File: config.mk
export PLATFORM = sky130hd
export DESIGN_NAME = addr_watch_sleep
export DESIGN_NICKNAME = d
export VERILOG_FILES = /design/src/rtl/aws_pkg.sv /design/src/rtl/aws_overlap.sv /design/src/rtl/aws_req_check.sv /design/src/rtl/addr_watch_sleep.sv
export SDC_FILE = /design/constraint.sdc
export NUM_CORES = 1
export LEC_CHECK = 0
export BUFFER_PORTS_ARGS = -buffer_cell sky130_fd_sc_hd__buf_4
export CAP_MARGIN = 20
export CORE_MARGIN = 4
export CORE_UTILIZATION = 50
export DETAILED_ROUTE_END_ITERATION = 10
export HOLD_SLACK_MARGIN = 0.15
export PLACE_DENSITY = 0.83
export SLEW_MARGIN = 20
export SYNTH_ARGS = -nofsm -noshare
export SYNTH_HDL_FRONTEND = slang
export SYNTH_SLANG_ARGS = --single-unit
File: constraint.sdc
create_clock -name clk -period 7.6 [get_ports clk]
set_input_delay 0.76 -clock clk [delete_from_list [all_inputs] [get_ports clk]]
set_output_delay 0.76 -clock clk [all_outputs]
set_load 0.01 [all_outputs]
File: src/rtl/aws_pkg.sv
package aws_pkg;
  typedef enum logic [1:0] {
    ST_ACTIVE  = 2'd0,
    ST_WAIT    = 2'd1,
    ST_WAIT_AI = 2'd2
  } act_t;

  typedef enum logic [1:0] {
    FLT_NONE = 2'd0,
    FLT_UD   = 2'd1,
    FLT_GP   = 2'd2
  } flt_t;
endpackage

File: src/rtl/aws_overlap.sv
module aws_overlap #(
  parameter int PA_W       = 48,
  parameter int LINE_BYTES = 64,
  parameter int LEN_W      = 8
) (
  input  logic [PA_W-1:0]  base,
  input  logic [PA_W-1:0]  st_addr,
  input  logic [LEN_W-1:0] st_len,
  output logic             hit
);
  localparam int SUM_W = PA_W + 1;

  logic [SUM_W-1:0] line_last;
  logic [SUM_W-1:0] st_first;
  logic [SUM_W-1:0] st_past;

  always_comb begin
    line_last = {1'b0, base} + SUM_W'(LINE_BYTES - 1);
    st_first  = {1'b0, st_addr};
    st_past   = st_first + SUM_W'(st_len);
    hit       = (st_len != '0) && (st_first <= line_last) && (st_past > {1'b0, base});
  end
endmodule

File: src/rtl/aws_req_check.sv
module aws_req_check
  import aws_pkg::*;
#(
  parameter int EXT_W = 32
) (
  input  logic [1:0]       arm_cpl,
  input  logic [EXT_W-1:0] arm_ext,
  input  logic [1:0]       wait_cpl,
  input  logic             wait_timed,
  input  logic [EXT_W-1:0] wait_ext,
  output flt_t             arm_flt,
  output flt_t             wait_flt
);
  logic [EXT_W-1:0] legal_mask;

  always_comb begin
    legal_mask = wait_timed ? EXT_W'(3) : EXT_W'(1);

    if (arm_cpl != 2'd0)       arm_flt = FLT_UD;
    else if (arm_ext != '0)    arm_flt = FLT_GP;
    else                       arm_flt = FLT_NONE;

    if (wait_cpl != 2'd0)                      wait_flt = FLT_UD;
    else if ((wait_ext & ~legal_mask) != '0)   wait_flt = FLT_GP;
    else                                       wait_flt = FLT_NONE;
  end
endmodule

File: src/rtl/addr_watch_sleep.sv
module addr_watch_sleep
  import aws_pkg::*;
#(
  parameter int PA_W       = 48,
  parameter int LINE_BYTES = 64,
  parameter int LEN_W      = 8,
  parameter int EXT_W      = 32,
  parameter int TMR_W      = 32
) (
  input  logic             clk,
  input  logic             rst_n,
  input  logic             arm_req,
  input  logic [PA_W-1:0]  arm_addr,
  input  logic [1:0]       arm_cpl,
  input  logic [EXT_W-1:0] arm_ext,
  input  logic             arm_wb,
  input  logic             wait_req,
  input  logic [1:0]       wait_cpl,
  input  logic             wait_timed,
  input  logic [EXT_W-1:0] wait_ext,
  input  logic [TMR_W-1:0] wait_timer,
  input  logic             st_valid,
  input  logic [PA_W-1:0]  st_addr,
  input  logic [LEN_W-1:0] st_len,
  input  logic             ev_intr,
  input  logic             ev_nmi,
  input  logic             ev_smi,
  input  logic             ev_init,
  input  logic             ev_reset,
  input  logic             if_flag,
  input  logic             timer_expire,
  input  logic             wait_nop_cfg,
  output logic             fault_valid,
  output logic [1:0]       fault_code,
  output logic [1:0]       act_state,
  output logic             timer_load,
  output logic [TMR_W-1:0] timer_value,
  output logic             armed
);
  // registered state
  logic             armed_q, armed_d;
  logic [PA_W-1:0]  base_q;
  logic             base_en;
  act_t             state_q, state_d;
  logic             timed_q, timed_d;
  flt_t             flt_q, flt_d;
  logic             tload_q, tload_d;
  logic [TMR_W-1:0] tval_q;
  logic             tval_en;

  flt_t arm_flt, wait_flt;
  logic range_hit, store_hit, asleep, wake_evt, arm_go, wait_go;

  aws_overlap #(.PA_W(PA_W), .LINE_BYTES(LINE_BYTES), .LEN_W(LEN_W)) u_ovl (
    .base    (base_q),
    .st_addr (st_addr),
    .st_len  (st_len),
    .hit     (range_hit)
  );

  aws_req_check #(.EXT_W(EXT_W)) u_chk_req (
    .arm_cpl    (arm_cpl),
    .arm_ext    (arm_ext),
    .wait_cpl   (wait_cpl),
    .wait_timed (wait_timed),
    .wait_ext   (wait_ext),
    .arm_flt    (arm_flt),
    .wait_flt   (wait_flt)
  );

  always_comb begin
    store_hit = st_valid && armed_q && range_hit;
    asleep    = (state_q != ST_ACTIVE);
    wake_evt  = asleep && (ev_nmi || ev_smi || ev_init || ev_reset ||
                           (timer_expire && timed_q) ||
                           (ev_intr && (if_flag || state_q == ST_WAIT_AI)));
    arm_go    = arm_req && !asleep;
    wait_go   = wait_req && !asleep && !arm_req;

    armed_d = armed_q;
    base_en = 1'b0;
    state_d = state_q;
    timed_d = timed_q;
    flt_d   = FLT_NONE;
    tload_d = 1'b0;
    tval_en = 1'b0;

    if (store_hit || wake_evt) armed_d = 1'b0;
    if (asleep && (store_hit || wake_evt)) begin
      state_d = ST_ACTIVE;
      timed_d = 1'b0;
    end

    if (arm_go) begin
      if (arm_flt != FLT_NONE) begin
        flt_d = arm_flt;
      end else if (arm_wb) begin
        armed_d = 1'b1;
        base_en = 1'b1;
      end
    end

    if (wait_go) begin
      if (wait_flt != FLT_NONE) begin
        flt_d = wait_flt;
      end else if (!wait_nop_cfg && armed_q && !store_hit) begin
        state_d = wait_ext[0] ? ST_WAIT_AI : ST_WAIT;
        if (wait_timed && wait_ext[1]) begin
          timed_d = 1'b1;
          tload_d = 1'b1;
          tval_en = 1'b1;
        end
      end
    end
  end

  always_ff @(posedge clk or negedge rst_n) begin
    if (!rst_n) begin
      armed_q <= 1'b0;
      state_q <= ST_ACTIVE;
      timed_q <= 1'b0;
      flt_q   <= FLT_NONE;
      tload_q <= 1'b0;
    end else begin
      armed_q <= armed_d;
      state_q <= state_d;
      timed_q <= timed_d;
      flt_q   <= flt_d;
      tload_q <= tload_d;
    end
  end

  always_ff @(posedge clk or negedge rst_n) begin
    if (!rst_n) begin
      base_q <= '0;
      tval_q <= '0;
    end else begin
      if (base_en) base_q <= arm_addr;
      if (tval_en) tval_q <= wait_timer;
    end
  end

  assign armed       = armed_q;
  assign act_state   = state_q;
  assign fault_valid = (flt_q != FLT_NONE);
  assign fault_code  = flt_q;
  assign timer_load  = tload_q;
  assign timer_value = tval_q;
endmodule

==> results_tabular.tex <==
\begin{tabular}{lr}
\hline
Metric & Value \\
\hline
\multicolumn{2}{l}{\textbf{Logic synthesis}} \\
Dominant register cell in the synthesized netlist & sky130\_fd\_sc\_hd\_\_dfrtp\_1 \\
Count of unique library cells instantiated by Yosys & 61 \\
Post-Syn Area per Cell & 8.82 um\^{}2 \\
Synthesized netlist net count & 1194 \\
Synth async-reset ratio & 100\% \\
Top cells by area, synth & sky130\_fd\_sc\_hd\_\_dfrtp\_1 28\%, sky130\_fd\_sc\_hd\_\_ha\_1 17\%, sky130\_fd\_sc\_hd\_\_xnor2\_1 9.6\% \\
Synthesized flop and latch total & 87 \\
Count of warnings emitted by yosys & 0 \\
Number of flops mapped to enable cells by yosys & 0 \\
Post-synth design cell area & 0.00766 mm\^{}2 \\
Area share of the largest cell type after synthesis & 28.4\% \\
Cell count after synthesis & 869 \\
Synth area leader & sky130\_fd\_sc\_hd\_\_dfrtp\_1 \\
Post-synthesis sequential area ratio & 28.4\% \\
\multicolumn{2}{l}{\textbf{Pwr}} \\
Total power of the final layout & 1.16 mW \\
Max VDD drop & 0.000115 V \\
Total power divided by cell area & 115 mW/mm\^{}2 \\
Static leakage & 5.03 nW \\
\multicolumn{2}{l}{\textbf{Critical path}} \\
Worst Path Arrival & 6130 ps \\
Required time of the worst setup path & 7840 ps \\
Biggest fanout along the worst timing path & 22 \\
Kind of capture point of the worst setup path & flip-flop \\
Kind of cell adding the most delay to the critical path & simple AND/OR/NAND/NOR gates \\
Stage delay of the slowest cell on the critical path & 540 ps \\
Startpoint Class & input port \\
Crit path buffers/inverters & 3 \\
Start-to-end type of the worst setup path & input port to flip-flop \\
Worst path slowest cell & sky130\_fd\_sc\_hd\_\_nor4b\_4 \\
Cells along the critical path & buf\_4 > ha\_1 > inv\_1 > fa\_1 > nor2b\_1 > o31a\_1 > o21ai\_1 > nor4b\_4 > nand3\_1 > nor2\_1 > xor2\_1 > ha\_1 > nand4\_1 > or2\_1 > or4\_1 > or2\_0 > a311oi\_1 > a21oi\_2 > a31oi\_4 > buf\_4 > mux2\_2 \\
\multicolumn{2}{l}{\textbf{Job}} \\
Count of max-cap constraint violations & 0 \\
\multicolumn{2}{l}{\textbf{Route}} \\
Routed length on met3 & 1.65 mm \\
Average wire length per cell after detail routing & 18.2 um \\
Post-detailed-route count of antenna-violating nets & 0 \\
Top routing layer used & met4 \\
Average via count per standard cell & 5.72 \\
Vias & 7499 \\
Residual DRC count & 0 \\
WL final & 23.8 mm \\
Drt first-iter violations & 461 \\
Met2 WL post-DR & 11.6 mm \\
Wire length the detailed router placed on met1 & 9.91 mm \\
First drt pass iteration count & 6 \\
\multicolumn{2}{l}{\textbf{STA}} \\
Setup TNS & 0 ps \\
Worst setup skew after layout & 9.28 ps \\
Setup-violating endpoint count in the final report & 0 \\
Final Max Tran Viols & 0 \\
Transition time at the pin with the least slew margin & 875 ps \\
Number of endpoints with negative hold slack in the final report & 0 \\
Post-route minimum period & 5890 ps \\
Fraction of the cycle the final worst path needs & 77.5\% \\
Top achievable clock speed & 170 MHz \\
Unrepaired setup endpoints after global routing & false \\
Worst slew margin relative to its limit & 41.6\% \\
\multicolumn{2}{l}{\textbf{Finish}} \\
Util after Layout & 68.3\% \\
Synth-to-Final Area Change & 31.5\% \\
Most common cell after layout, fill and taps aside & sky130\_fd\_sc\_hd\_\_buf\_4 \\
Total number of nets in the final design & 1448 \\
Commonest cells after routing, fill and taps aside & 260 x sky130\_fd\_sc\_hd\_\_buf\_4, 105 x sky130\_fd\_sc\_hd\_\_ha\_1, 98 x sky130\_fd\_sc\_hd\_\_nand2\_1, 87 x sky130\_fd\_sc\_hd\_\_dfrtp\_1, 84 x sky130\_fd\_sc\_hd\_\_xnor2\_1 \\
Share of cells above drive strength 1 & 28.0\% \\
Number of antenna diodes & 0 \\
\multicolumn{2}{l}{\textbf{Die}} \\
Core area & 0.0148 mm\^{}2 \\
Full die area & 0.0174 mm\^{}2 \\
Effective utilization at floorplan & 52.0\% \\
Core Rows & 44 \\
Die X-Extent & 132 um \\
Number of I/O pins & 258 \\
Height of the die & 132 um \\
\multicolumn{2}{l}{\textbf{Clock tree}} \\
Maximum count of clock buffers along a single path & 2 \\
Number of hold-repair buffers added at the cts stage & 0 \\
Deepest level of the CTS H-tree & 3 \\
TritonCTS clock tree & done \\
Setup Buffers After CTS & 0 \\
Clock-pin slew on the worst setup and hold paths & 70 ps \\
Number of gates given a new drive strength after cts & 0 \\
Root cell of the clock tree & sky130\_fd\_sc\_hd\_\_clkbuf\_16 \\
Worst-skew pair later-pin latency & 360 ps \\
Total clock buffers created by CTS & 9 \\
CTS sink cnt & 87 \\
\multicolumn{2}{l}{\textbf{Global route}} \\
Vias in the first global route & 7470 \\
Wire length of the first global-routing pass & 38.8 mm \\
Total overflow reported by the global router & 0 \\
Largest net degree at the start of global routing & 98 \\
All-Layer GR Usage & 27.4\% \\
Antenna violations before repair & 0 \\
\multicolumn{2}{l}{\textbf{Place}} \\
Final weighted congestion of routability-driven global placement & 0.916 \\
Placed wire-length estimate & 19.6 mm \\
Port bufs & 257 \\
\multicolumn{2}{l}{\textbf{Worst hold path}} \\
Hold Path Class & input port to async pin \\
\multicolumn{2}{l}{\textbf{Outcome}} \\
Status & completed \\
\hline
\end{tabular}
==> per-stage QoR <==
step                      hold slack (ps)  instance area [um^2]  setup WS, ps  cells
after floorplan                       464                  7660          2490    869
after global placement                470                  9770          1490   1296
after detailed placement              483                  9770          1350   1296
after CTS                             270                 10100          1730   1312
after global routing                  291                 10100          1350   1312
final                                 270                 10100          1710   1312
==> routing by layer <==
layer,global-route usage [%],up-vias
met1,34.0,3500
met3,6.22,45
li1,-,3666
met5,0,-
met2,47.5,288
met4,8.81,0
==> worst register-to-register path, stage by stage, from the launching register on <==
cell                       delay (ps)
sky130_fd_sc_hd__dfrtp_1          400
sky130_fd_sc_hd__nor3_1           120
sky130_fd_sc_hd__and4_1           310
sky130_fd_sc_hd__nor3_1           630
sky130_fd_sc_hd__and4_1           460
sky130_fd_sc_hd__and3_1           330
sky130_fd_sc_hd__and3_1           320
sky130_fd_sc_hd__nand4_1          150
sky130_fd_sc_hd__xnor2_1          150
sky130_fd_sc_hd__ha_1             280
sky130_fd_sc_hd__nand3_1          140
sky130_fd_sc_hd__nor4_1           510
sky130_fd_sc_hd__o211ai_1         360
sky130_fd_sc_hd__a31oi_4          600
sky130_fd_sc_hd__buf_4            440
sky130_fd_sc_hd__mux2_2           390
==> power by group <==
part           leakage (nW)  switching, mW  total [mW]  internal [mW]
clock                 0.153          0.213       0.476          0.263
combinational          3.92         0.0996       0.222          0.122
sequential            0.962       0.000314       0.464          0.463
total                  5.03          0.313        1.16          0.849
==> path summary, 6_finish.rpt <==
kind | to | slack [ps] | start | cells past startpoint
max | timer_value[1]$_DFFE_PN0P_ | 1710 | st_addr[0] | 21
min | base_q[18]$_DFFE_PN0P_ | 270 | rst_n | 1
max reg2reg | timer_value[1]$_DFFE_PN0P_ | 1890 | base_q[2]$_DFFE_PN0P_ | 15
min reg2reg | timer_value[24]$_DFFE_PN0P_ | 500 | timer_value[24]$_DFFE_PN0P_ | 1
max in group asynchronous | base_q[5]$_DFFE_PN0P_ | 6180 | rst_n | 2
min in group clk | timer_value[24]$_DFFE_PN0P_ | 500 | timer_value[24]$_DFFE_PN0P_ | 1
==> registers in the layout, summed over array words and instances (netlist names) <==
register     cells
act_state        2
base_q          48
timer_value     32
timer_load       1
armed            1
fault_code       2
timed_q          1
==> final cells by class <==
cell class,count,area (um^2)
multi-input cells,700,5160
fillers,1223,4670
flip-flops and latches,87,2180
repair buffers,260,1950
inverters,65,244
well taps,184,230
clock buffers,9,225
clock inverters,7,90.1
==> cells in the mapped netlist, types with 4 or more instances <==
cell type / number
sky130_fd_sc_hd__and3_1: 19
sky130_fd_sc_hd__xnor2_1: 84
sky130_fd_sc_hd__o21bai_1: 4
sky130_fd_sc_hd__nand2_1: 98
sky130_fd_sc_hd__ha_1: 105
sky130_fd_sc_hd__dfrtp_1: 87
sky130_fd_sc_hd__nor4_1: 27
sky130_fd_sc_hd__o21a_1: 4
sky130_fd_sc_hd__and4_1: 11
sky130_fd_sc_hd__mux2_2: 10
sky130_fd_sc_hd__nand3_1: 58
sky130_fd_sc_hd__or4_1: 4
sky130_fd_sc_hd__nor2b_1: 5
sky130_fd_sc_hd__nor3_1: 13
sky130_fd_sc_hd__clkbuf_1: 13
sky130_fd_sc_hd__nor2_1: 34
sky130_fd_sc_hd__nand4_1: 33
sky130_fd_sc_hd__inv_1: 65
sky130_fd_sc_hd__a21o_1: 6
sky130_fd_sc_hd__a211oi_1: 9
sky130_fd_sc_hd__xor2_1: 6
sky130_fd_sc_hd__o21ai_0: 66
sky130_fd_sc_hd__mux2_4: 20
sky130_fd_sc_hd__a31oi_1: 5
sky130_fd_sc_hd__a21oi_1: 33
==> kinds of logic (layout without fill, tap and decap cells) <==
logic type      count (synthesis)  count (layout)  synth area share [%]
simple gates                  313             313                  21.1
compound gates                159             159                  12.8
fa+ha+maj                     106             106                  17.4
xor+xnor                       90              90                  10.3
flops                          87              87                  28.4
buf+inv                        82             341                  4.33
mux                            32              32                  5.68
(Power assumes the default switching activity.)
